===== config.mk =====
export PLATFORM = sky130hd
export DESIGN_NAME = burst_serial_tx
export DESIGN_NICKNAME = d
export VERILOG_FILES = /design/src/rtl/bst_pkg.sv /design/src/rtl/bst_slot_timer.sv /design/src/rtl/bst_fetch.sv /design/src/rtl/bst_coder.sv /design/src/rtl/burst_serial_tx.sv
export SDC_FILE = /design/constraint.sdc
export NUM_CORES = 1
export LEC_CHECK = 0
export BUFFER_PORTS_ARGS = -buffer_cell sky130_fd_sc_hd__buf_2
export CAP_MARGIN = 25
export CORE_MARGIN = 3
export CORE_UTILIZATION = 58
export CTS_CLUSTER_DIAMETER = 120
export CTS_CLUSTER_SIZE = 24
export DETAILED_ROUTE_END_ITERATION = 16
export PLACE_DENSITY = 0.8
export SLEW_MARGIN = 5
export SYNTH_ARGS = -nofsm -noshare
export SYNTH_HDL_FRONTEND = slang
export SYNTH_SLANG_ARGS = --single-unit
export TNS_END_PERCENT = 50

===== constraint.sdc =====
create_clock -name clk -period 3.34 [get_ports clk]
set_input_delay 0.668 -clock clk [delete_from_list [all_inputs] [get_ports clk]]
set_output_delay 0.668 -clock clk [all_outputs]
set_load 0.1 [all_outputs]

===== src/rtl/bst_pkg.sv =====
package bst_pkg;
   localparam int BYTE_W = 8;
   typedef enum logic [1:0] {SEL_S = 2'd0, SEL_A = 2'd1, SEL_B = 2'd2} fetch_sel_e;
endpackage


===== src/rtl/bst_slot_timer.sv =====
module bst_slot_timer #(
   parameter int ADV_W     = 4,
   parameter int NOM_START = 24
) (
   input  logic             clk,
   input  logic             rst_n,
   input  logic             slot_sync,
   input  logic [ADV_W-1:0] advance,
   input  logic             burst_end,
   output logic             armed,
   output logic             take,
   output logic             pre_rd,
   output logic             launch
);
   localparam int CNT_W = $clog2(NOM_START + 1);
   localparam logic [CNT_W-1:0] CNT_MAX = CNT_W'(NOM_START);

   logic [CNT_W-1:0] cnt;
   logic [CNT_W-1:0] start_pt;
   logic [ADV_W-1:0] adv_q;

   assign take     = slot_sync & ~armed;
   assign start_pt = CNT_MAX - CNT_W'(adv_q);
   assign pre_rd   = armed && (cnt == start_pt - CNT_W'(2));
   assign launch   = armed && (cnt == start_pt - CNT_W'(1));

   always_ff @(posedge clk) begin
      if (!rst_n) begin
         armed <= 1'b0;
         cnt   <= '0;
         adv_q <= '0;
      end else if (take) begin
         armed <= 1'b1;
         cnt   <= '0;
         adv_q <= advance;
      end else begin
         if (burst_end) armed <= 1'b0;
         if (armed && cnt != CNT_MAX) cnt <= cnt + CNT_W'(1);
      end
   end

   // advance cannot move while a burst is armed
   a_r10_adv_hold: assert property (@(posedge clk) disable iff (!rst_n)
      armed |=> $stable(adv_q));
endmodule


===== src/rtl/bst_fetch.sv =====
module bst_fetch import bst_pkg::*; #(
   parameter int S_BITS = 32,
   parameter int A_BITS = 64,
   parameter int B_BITS = 320,
   parameter int ADDR_W = 8,
   parameter int POS_W  = 9
) (
   input  logic              clk,
   input  logic              rst_n,
   input  logic              take,
   input  logic [ADDR_W-1:0] s_base,
   input  logic [ADDR_W-1:0] a_base,
   input  logic [ADDR_W-1:0] b_base,
   input  logic              pre_rd,
   input  logic              launch,
   input  logic              active,
   input  logic [POS_W-1:0]  pos,
   input  logic [BYTE_W-1:0] mem_rdata,
   output logic              mem_rd,
   output logic [ADDR_W-1:0] mem_addr,
   output logic              raw_bit
);
   localparam int MEM_BITS = S_BITS + A_BITS + B_BITS;
   localparam logic [POS_W-1:0] A_START = POS_W'(S_BITS);
   localparam logic [POS_W-1:0] B_START = POS_W'(S_BITS + A_BITS);
   localparam logic [POS_W-1:0] M_END   = POS_W'(MEM_BITS);

   logic [ADDR_W-1:0] s_ptr, a_ptr, b_ptr;
   logic [BYTE_W-1:0] shift_q;
   logic [POS_W-1:0]  ahead;
   logic              load_now;
   fetch_sel_e        sel;

   assign ahead = pos + POS_W'(2);

   always_comb begin
      if (pre_rd || ahead < A_START) sel = SEL_S;
      else if (ahead < B_START)      sel = SEL_A;
      else                           sel = SEL_B;
   end

   assign mem_rd   = pre_rd | (active && pos[2:0] == 3'd6 && ahead < M_END);
   assign load_now = launch | (active && pos[2:0] == 3'd7 && (pos + POS_W'(1)) < M_END);

   always_comb begin
      unique case (sel)
         SEL_S:   mem_addr = s_ptr;
         SEL_A:   mem_addr = a_ptr;
         default: mem_addr = b_ptr;
      endcase
   end

   always_ff @(posedge clk) begin
      if (!rst_n) begin
         s_ptr <= '0;
         a_ptr <= '0;
         b_ptr <= '0;
      end else if (take) begin
         s_ptr <= s_base;
         a_ptr <= a_base;
         b_ptr <= b_base;
      end else if (mem_rd) begin
         unique case (sel)
            SEL_S:   s_ptr <= s_ptr + ADDR_W'(1);
            SEL_A:   a_ptr <= a_ptr + ADDR_W'(1);
            default: b_ptr <= b_ptr + ADDR_W'(1);
         endcase
      end
   end

   always_ff @(posedge clk) begin
      if (!rst_n)        shift_q <= '0;
      else if (load_now) shift_q <= mem_rdata;
      else if (active)   shift_q <= {shift_q[BYTE_W-2:0], 1'b0};
   end

   assign raw_bit = shift_q[BYTE_W-1];

   // every byte loaded into the shifter was requested one cycle earlier
   a_r4_fetch_ahead: assert property (@(posedge clk) disable iff (!rst_n)
      load_now |-> $past(mem_rd));
endmodule


===== src/rtl/bst_coder.sv =====
module bst_coder #(
   parameter int              S_BITS   = 32,
   parameter int              A_BITS   = 64,
   parameter int              B_BITS   = 320,
   parameter int              POS_W    = 9,
   parameter bit              USE_SCR  = 1'b1,
   parameter int              SCR_W    = 7,
   parameter logic [SCR_W-1:0] SCR_TAPS = 7'h48,
   parameter int              CRC_W    = 4,
   parameter logic [CRC_W-1:0] CRC_POLY = 4'b0011,
   parameter logic [CRC_W-1:0] CRC_INIT = 4'hF
) (
   input  logic             clk,
   input  logic             rst_n,
   input  logic             launch,
   input  logic             active,
   input  logic [POS_W-1:0] pos,
   input  logic             raw_bit,
   input  logic             scr_on,
   output logic             code_bit
);
   localparam logic [POS_W-1:0] B_START = POS_W'(S_BITS + A_BITS);
   localparam logic [POS_W-1:0] M_END   = POS_W'(S_BITS + A_BITS + B_BITS);

   logic             in_b, in_chk, ks, d, fb;
   logic [CRC_W-1:0] crc;

   assign in_b   = active && pos >= B_START && pos < M_END;
   assign in_chk = active && pos >= M_END;

   generate
      if (USE_SCR) begin : g_scr
         logic [SCR_W-1:0] lfsr;
         always_ff @(posedge clk) begin
            if (!rst_n || launch) lfsr <= '1;
            else if (in_b)        lfsr <= {lfsr[SCR_W-2:0], ^(lfsr & SCR_TAPS)};
         end
         assign ks = scr_on & lfsr[SCR_W-1];
      end else begin : g_plain
         assign ks = 1'b0 & scr_on;
      end
   endgenerate

   assign d  = raw_bit ^ ks;
   assign fb = crc[CRC_W-1] ^ d;

   always_ff @(posedge clk) begin
      if (!rst_n || launch) crc <= CRC_INIT;
      else if (in_b)        crc <= {crc[CRC_W-2:0], 1'b0} ^ (fb ? CRC_POLY : '0);
      else if (in_chk)      crc <= {crc[CRC_W-2:0], crc[CRC_W-1]};
   end

   assign code_bit = in_chk ? crc[CRC_W-1] : (in_b ? d : raw_bit);

   // the check register only moves while a burst runs or starts
   a_r6_crc_hold: assert property (@(posedge clk) disable iff (!rst_n)
      (!active && !launch) |=> $stable(crc));
endmodule


===== src/rtl/burst_serial_tx.sv =====
module burst_serial_tx import bst_pkg::*; #(
   parameter int S_BITS    = 32,
   parameter int A_BITS    = 64,
   parameter int B_BITS    = 320,
   parameter int CRC_W     = 4,
   parameter int ADDR_W    = 8,
   parameter int ADV_W     = 4,
   parameter int NOM_START = 24,
   parameter bit USE_SCR   = 1'b1
) (
   input  logic              clk,
   input  logic              rst_n,
   input  logic              slot_sync,
   input  logic [ADV_W-1:0]  tx_advance,
   input  logic              invert_mode,
   input  logic              scramble_en,
   input  logic [ADDR_W-1:0] s_base,
   input  logic [ADDR_W-1:0] a_base,
   input  logic [ADDR_W-1:0] b_base,
   output logic              mem_rd,
   output logic [ADDR_W-1:0] mem_addr,
   input  logic [BYTE_W-1:0] mem_rdata,
   output logic              tx_data,
   output logic              burst_done
);
   localparam int TOTAL = S_BITS + A_BITS + B_BITS + 2 * CRC_W;
   localparam int POS_W = $clog2(TOTAL + 1);
   localparam logic [POS_W-1:0] LAST = POS_W'(TOTAL - 1);

   generate
      if ((S_BITS % BYTE_W) != 0 || (A_BITS % BYTE_W) != 0 || (B_BITS % BYTE_W) != 0) begin : g_chk_bytes
         $error("field lengths must be whole bytes");
      end
      if (NOM_START < (1 << ADV_W) + 1) begin : g_chk_start
         $error("NOM_START too small for the largest advance");
      end
      if (CRC_W < 2) begin : g_chk_crc
         $error("check code needs at least two bits");
      end
   endgenerate

   logic             armed, take, pre_rd, launch, burst_end;
   logic             active, scr_q, raw_bit, code_bit;
   logic [POS_W-1:0] pos;

   assign burst_end = active && pos == LAST;

   bst_slot_timer #(.ADV_W(ADV_W), .NOM_START(NOM_START)) u_timer (
      .clk(clk), .rst_n(rst_n), .slot_sync(slot_sync), .advance(tx_advance),
      .burst_end(burst_end), .armed(armed), .take(take), .pre_rd(pre_rd),
      .launch(launch));

   bst_fetch #(.S_BITS(S_BITS), .A_BITS(A_BITS), .B_BITS(B_BITS),
               .ADDR_W(ADDR_W), .POS_W(POS_W)) u_fetch (
      .clk(clk), .rst_n(rst_n), .take(take), .s_base(s_base), .a_base(a_base),
      .b_base(b_base), .pre_rd(pre_rd), .launch(launch), .active(active),
      .pos(pos), .mem_rdata(mem_rdata), .mem_rd(mem_rd), .mem_addr(mem_addr),
      .raw_bit(raw_bit));

   bst_coder #(.S_BITS(S_BITS), .A_BITS(A_BITS), .B_BITS(B_BITS), .POS_W(POS_W),
               .USE_SCR(USE_SCR), .CRC_W(CRC_W)) u_coder (
      .clk(clk), .rst_n(rst_n), .launch(launch), .active(active), .pos(pos),
      .raw_bit(raw_bit), .scr_on(scr_q), .code_bit(code_bit));

   always_ff @(posedge clk) begin
      if (!rst_n) begin
         active     <= 1'b0;
         pos        <= '0;
         burst_done <= 1'b0;
         scr_q      <= 1'b0;
      end else begin
         burst_done <= 1'b0;
         if (take) scr_q <= scramble_en;
         if (launch) begin
            active <= 1'b1;
            pos    <= '0;
         end else if (active) begin
            if (pos == LAST) begin
               active     <= 1'b0;
               burst_done <= 1'b1;
            end else begin
               pos <= pos + POS_W'(1);
            end
         end
      end
   end

   assign tx_data = invert_mode ^ (active & code_bit);

   // completion is a single-cycle pulse
   a_r9_done_single: assert property (@(posedge clk) disable iff (!rst_n)
      burst_done |=> !burst_done);
   // completion follows the end of the burst and the line is idle
   a_r9_done_idle: assert property (@(posedge clk) disable iff (!rst_n)
      burst_done |-> (!active && tx_data == invert_mode));
   // bit position never leaves the burst length
   a_r3_pos_range: assert property (@(posedge clk) disable iff (!rst_n)
      active |-> pos <= LAST);
   // memory is only read for an armed burst
   a_r4_rd_armed: assert property (@(posedge clk) disable iff (!rst_n)
      mem_rd |-> armed);
endmodule


---- After elaboration in Yosys (flattened, before gate mapping) ----
Index checks and enable logic that the tools add are counted.
word-level totals
  input port bits ......................... 41
  logic and storage cells ................. 105
  register bits after elaboration ......... 65
cells by class
  muxes and demuxes ....................... 25
  reductions and logical operators ........ 30
  equality and inequality tests ........... 8
  add/subtract/negate cells ............... 9
  bitwise gates (word level) .............. 13
  magnitude comparators ................... 7
operators by type and width
  kind                   number
  $mux W8                11
  $lt A9 B9 Y1 const B   3
  $add A8 B1 Y8 const B  3
  $pmux W8 S2            1
  $reduce_bool A2 Y1     6
  $logic_and A1 B1 Y1    11
  $eq A5 B5 Y1           2
  $add A9 B1 Y9 const B  1
  $add A9 B2 Y9 const B  1
  $eq A9 B9 Y1 const B   1
  $ge A9 B7 Y1 const B   1
  $ge A9 B9 Y1 const B   1
  $lt A9 B6 Y1 const B   1
  $lt A9 B7 Y1 const B   1
  $mux W1                8
  $mux W4                2
  $reduce_and A2 Y1      4
  $reduce_xor A7 Y1      1
  $eq A3 B3 Y1 const B   2
  $mux W2                3
  $reduce_or A2 Y1       3
  $add A5 B1 Y5 const B  1
  $ne A5 B5 Y1 const B   1
  $sub A5 B1 Y5 const B  1
  other kinds (13)       22

---- Longest topological paths before layout ----
  depth after elaboration ................. 11
  depth in mapped cells ................... 12
  gate-level depth less buffers ........... 10

---- Modules after synthesis ----
From an unflattened synthesis, not the netlist that was laid out.
second synthesis, totals
  cell total of the unflattened synthesis .. 474
  area, all modules ....................... 3922.5 µm²
by module, submodules not included
  module           area an instance (µm²)  times used  cells an instance
  bst_fetch        2107.0                  1           265
  bst_slot_timer   720.7                   1           86
  burst_serial_tx  561.8                   1           64
  bst_coder        533.0                   1           59

---- Least setup slack after synthesis ----
No wires, ideal clock.
  path kind ............................... register to output
  start point ............................. register u_timer.adv_q[0]
  end point ............................... output port mem_addr[3]
  path slack .............................. -1.509 ns
  cell stages (with the launch flop) ...... 10
  arrival ................................. 4.181 ns
  cells stage by stage .................... dfxtp_1 inv_1 ha_1 or3b_1 o32ai_2 a311oi_4 a21o_1 buf_2 buf_2 o21ai_0
between the ends
  cells in the longest elaborated chain, start to end .. 8
  elaborated cells on any way between the ends .. 9
ends and longest elaborated chain
  what                                              RTL line               RTL
  start, declared                                   bst_slot_timer.sv:20   logic [ADV_W-1:0] adv_q;
  start signal, assigned                            bst_slot_timer.sv:35   adv_q <= advance;
  $sub A5 B4 Y5 (*)                                 bst_slot_timer.sv:23   assign start_pt = CNT_MAX - CNT_W'(adv_q);
  $sub A5 B2 Y5 (*)                                 bst_slot_timer.sv:24   assign pre_rd = armed && (cnt == start_pt - CNT_W'(2));
  $eq A5 B5 Y1 (*)                                  bst_slot_timer.sv:24
  $logic_and A1 B1 Y1 (*)                           bst_slot_timer.sv:24
  $logic_or A1 B1 Y1 (*)                            bst_fetch.sv:37        if (pre_rd || ahead < A_START) sel = SEL_S;
  $mux W2 (*)                                       bst_fetch.sv:37
  $eq A2 B1 Y1 or $logic_not A2 Y1 (tied branches)  bst_fetch.sv:46        unique case (sel)
  $pmux W8 S2 (*)                                   bst_fetch.sv:46
  end, declared                                     burst_serial_tx.sv:21  output logic [ADDR_W-1:0] mem_addr,
Every way passes the cells marked *; elsewhere a longest branch is shown, timed or not.

---- Worst setup path after layout ----
  start point ............................. register u_timer.adv_q[1]
  end point ............................... output port mem_addr[0]
Same word-level chain as after synthesis.

==> results.txt <==
----------------------------------------------------
[Logic synthesis]
  Syn Inst Count ... 472
  Share of the synthesized area in the top cell type ... 33.8%
  Number of nets in the synthesized netlist ... 524
  Most frequent cell after synthesis ... dfxtp_1
  Post-synthesis instance area ... 3850 sq um
  Share of synthesized area occupied by flip-flops and latches ... 33.8%
  Biggest area consumer among synthesized cells ... dfxtp_1
  Mean post-synth cell area ... 8.16 sq um
  Top FF cell, synth ... dfxtp_1
  Yosys warns ... 0
  Largest cells by area after synthesis ... dfxtp_1, nand2_1, o21ai_0, mux2i_1, ha_1
  Fraction of registers with async set or reset after synthesis ... 0%
  Count of different cell masters after synthesis ... 62
  Most frequent cells after synthesis ... dfxtp_1, nand2_1, o21ai_0
  Number of synthesized flops with an enable pin ... 0
  Synthesis-stage register bit count ... 65

[Die]
  Floorplan core area ... 6390 sq um
  Die X ... 87.5 um
  Effective utilization at floorplan ... 60.3%
  Die ar. ... 7650 sq um
  # rows ... 29
  Overall die height ... 87.5 um
  Ports placed on the boundary ... 52

[Place]
  Worst setup slack after placement ... 0.202 ns
  Post-Place Cells ... 584
  Half-perimeter wire length after detailed placement ... 6.93 mm
  Dpl cell area ... 4390 sq um
  IO buf count ... 51
  Routability Congestion ... 0.919

[Timing]
  Minimum clock period ... 3.32 ns
  Number of hold violations in the final report ... 0
  Final clock period utilization by the worst path ... 99.4%
  Final WS setup ... 0.0198 ns
  Fmax achieved ... 301 MHz
  Slew @ Worst Pin ... 0.819 ns
  Clock skew ... 0.0120 ns
  Setup tns final ... 0 ns
  Max-slew violation count ... 0
  Worst relative slew slack ... 45.1%
  Setup-failing EPs final ... 0

[Worst setup path]
  Endpoint type of the worst setup path ... output port
  Setup slack of the most critical reg-to-reg path ... 0.51 ns
  Critical path class ... flip-flop to output port
  Origin of the worst setup path ... u_timer.adv_q[1]
  Worst r2r src ... u_timer.adv_q[1]
  Register-to-Register Path Depth ... 9
  Kind of start point of the critical path ... flip-flop
  FF-to-FF End ... u_fetch.s_ptr[6]
  Endpoint arrival time on the critical path ... 2.65 ns
  Worst Path Required ... 2.67 ns
  Maximum fanout count along the critical path ... 15

[Routing]
  Overall routed net length ... 10.3 mm
  Via count ... 3824
  Iteration count of the initial detailed-routing pass ... 4
  Remaining antenna violation count ... 0
  Post-detailed-route via-to-cell ratio ... 6.30
  DRC violations left ... 0
  Per-cell routed wire length ... 17.0 um
  Detailed router's first-iteration violation count ... 202

[Final layout]
  Area growth from synthesis to layout ... 24.2%
  Post-layout nets ... 577
  Layout fillers ... 455
  Layout cells sized above 1 ... 23.6%
  Final std cells w/o fill ... 607
  Final design area excluding fillers ... 4780 sq um
  Number of inserted diodes ... 0
  Post-Route Utilization ... 74.9%

[Worst hold path]
  Hold wc startpoint ... u_coder.crc[1]
  Worst Hold Path EP ... u_coder.crc[2]
  Hold path depth ... 2
  HP Class ... flip-flop to flip-flop

[Power and ir drop]
  Static power due to leakage ... 0.00190 uW
  Largest vdd supply drop ... 0.000247 V
  Pwr dens ... 402 nW/um^2

[Global routing]
  Vias in the first global route ... 3698
  Global route total overflow ... 0
  GRT Overall Usage ... 27.3%
  Largest net degree at the start of global routing ... 28
  First-pass GRT wire length ... 16.6 mm
  Initial antenna violation count ... 0

[Clock tree]
  Clock Path Buffers ... 2
  Number of buffers created by CTS ... 9
  Root buf cell ... clkbuf_8
  Maximum level of the CTS H-tree ... 3
  Clock net sink count ... 65
  Worst-Skew Late Latency ... 0.36 ns
  Clock transition at the registers of the reported paths ... 0.07 ns
  CTS tree ... built
  Hold bufs inserted after CTS ... 0

[Outcome]
  Run status ... finished, final reports clean

[Flow run]
  Max-Cap Viols ... 0

----------------------------------------------------
-- power by group --
part	total, uW	switching [uW]	internal [uW]
clock network	748	328	420
registers	845	41.5	804
logic	333	190	143
-- worst max-delay path: stages, from the launching register on --
cell and delay, ns:
dfxtp_4 0.34, inv_1 0.06, ha_4 0.26, buf_4 0.14, o31ai_1 0.30, and3_1 0.26, a311oi_4 0.06, a21o_4 0.26
buf_12 0.13, buf_16 0.14, o21ai_4 0.14, buf_12 0.19
-- final cells by class --
class,instances,area [sq um],area share [%]
inverter,13,48.8,1.02
tap,77,96.3,2.01
clock buffer,9,124,2.59
multi-input combinational,363,2480,51.9
sequential,65,1310,27.3
timing repair buffer,73,633,13.2
clock inverter,7,95.1,1.99
-- state kept, by name, summed over array words and instances, names as in the netlist --
signal and count:
u_fetch.b_ptr 8, u_coder.crc 4, u_timer.armed 1, u_fetch.a_ptr 8, u_timer.adv_q 4, active 1, burst_done 1, pos 9
u_fetch.shift_q 8, u_coder.g_scr.lfsr 7, u_timer.cnt 5, u_fetch.s_ptr 8, scr_q 1
-- layer usage --
metal	vias to the layer above	routed length, um	track usage [%]
met5	-	0	0
met4	0	213	11.4
met3	22	691	6.15
met2	148	5230	46.8
met1	1833	4180	32.7
li1	1821	-	-
-- metrics by stage --
step / total power (uW) / hold slack, ns
2_1_floorplan: 1060 / 0.440
3_3_place_gp: 1150 / 0.449
3_5_place_dp: 1170 / 0.461
4_1_cts: 1910 / 0.477
5_1_grt: 2000 / 0.500
6_report: 1930 / 0.474
-- logic make-up after synthesis --
| logic type | after synthesis | synth area share [%] |
|---|---|---|
| compound gates | 126 | 23.0 |
| xor+xnor | 29 | 6.95 |
| fa+ha+maj | 11 | 3.57 |
| buf+inv | 44 | 4.74 |
| flops | 65 | 33.8 |
| mux | 18 | 4.71 |
| simple gates | 179 | 23.3 |
-- timing repair --
| item | in CTS | in global routing |
|---|---|---|
| resized for setup | 7 | 9 |
| pin swaps | 2 | 8 |
| endpoints found under the setup margin | 8 | 8 |
| cloned | 1 | 1 |
| setup buffers | 1 | 3 |
-- worst max-delay path by stage --
stage	slack, ns	to
detailed placement	0.20	mem_addr[0]
finish	0.02	mem_addr[0]
CTS	0.007	mem_addr[6]
global placement	0.27	mem_addr[0]
floorplan	-0.23	mem_addr[3]
global route	-0.06	mem_addr[0]
-- placed cells by master (no fill, tap or decap), drive strengths merged, types with 8 or more instances in the layout --
cell    synthesis  final
buf             6     72
dfxtp          65     65
nand2          61     61
o21ai          38     38
nor2           29     29
nand3          20     20
mux2i          17     17
a21oi          16     16
a31oi          15     15
xor2           15     15
inv            13     13
xnor2          13     13
nand4          11     11
ha             11     11
clkbuf         25     10
o31ai           8      8
nor3            8      8
a211o           8      8
Note: power is estimated with default switching activity, not from simulation.
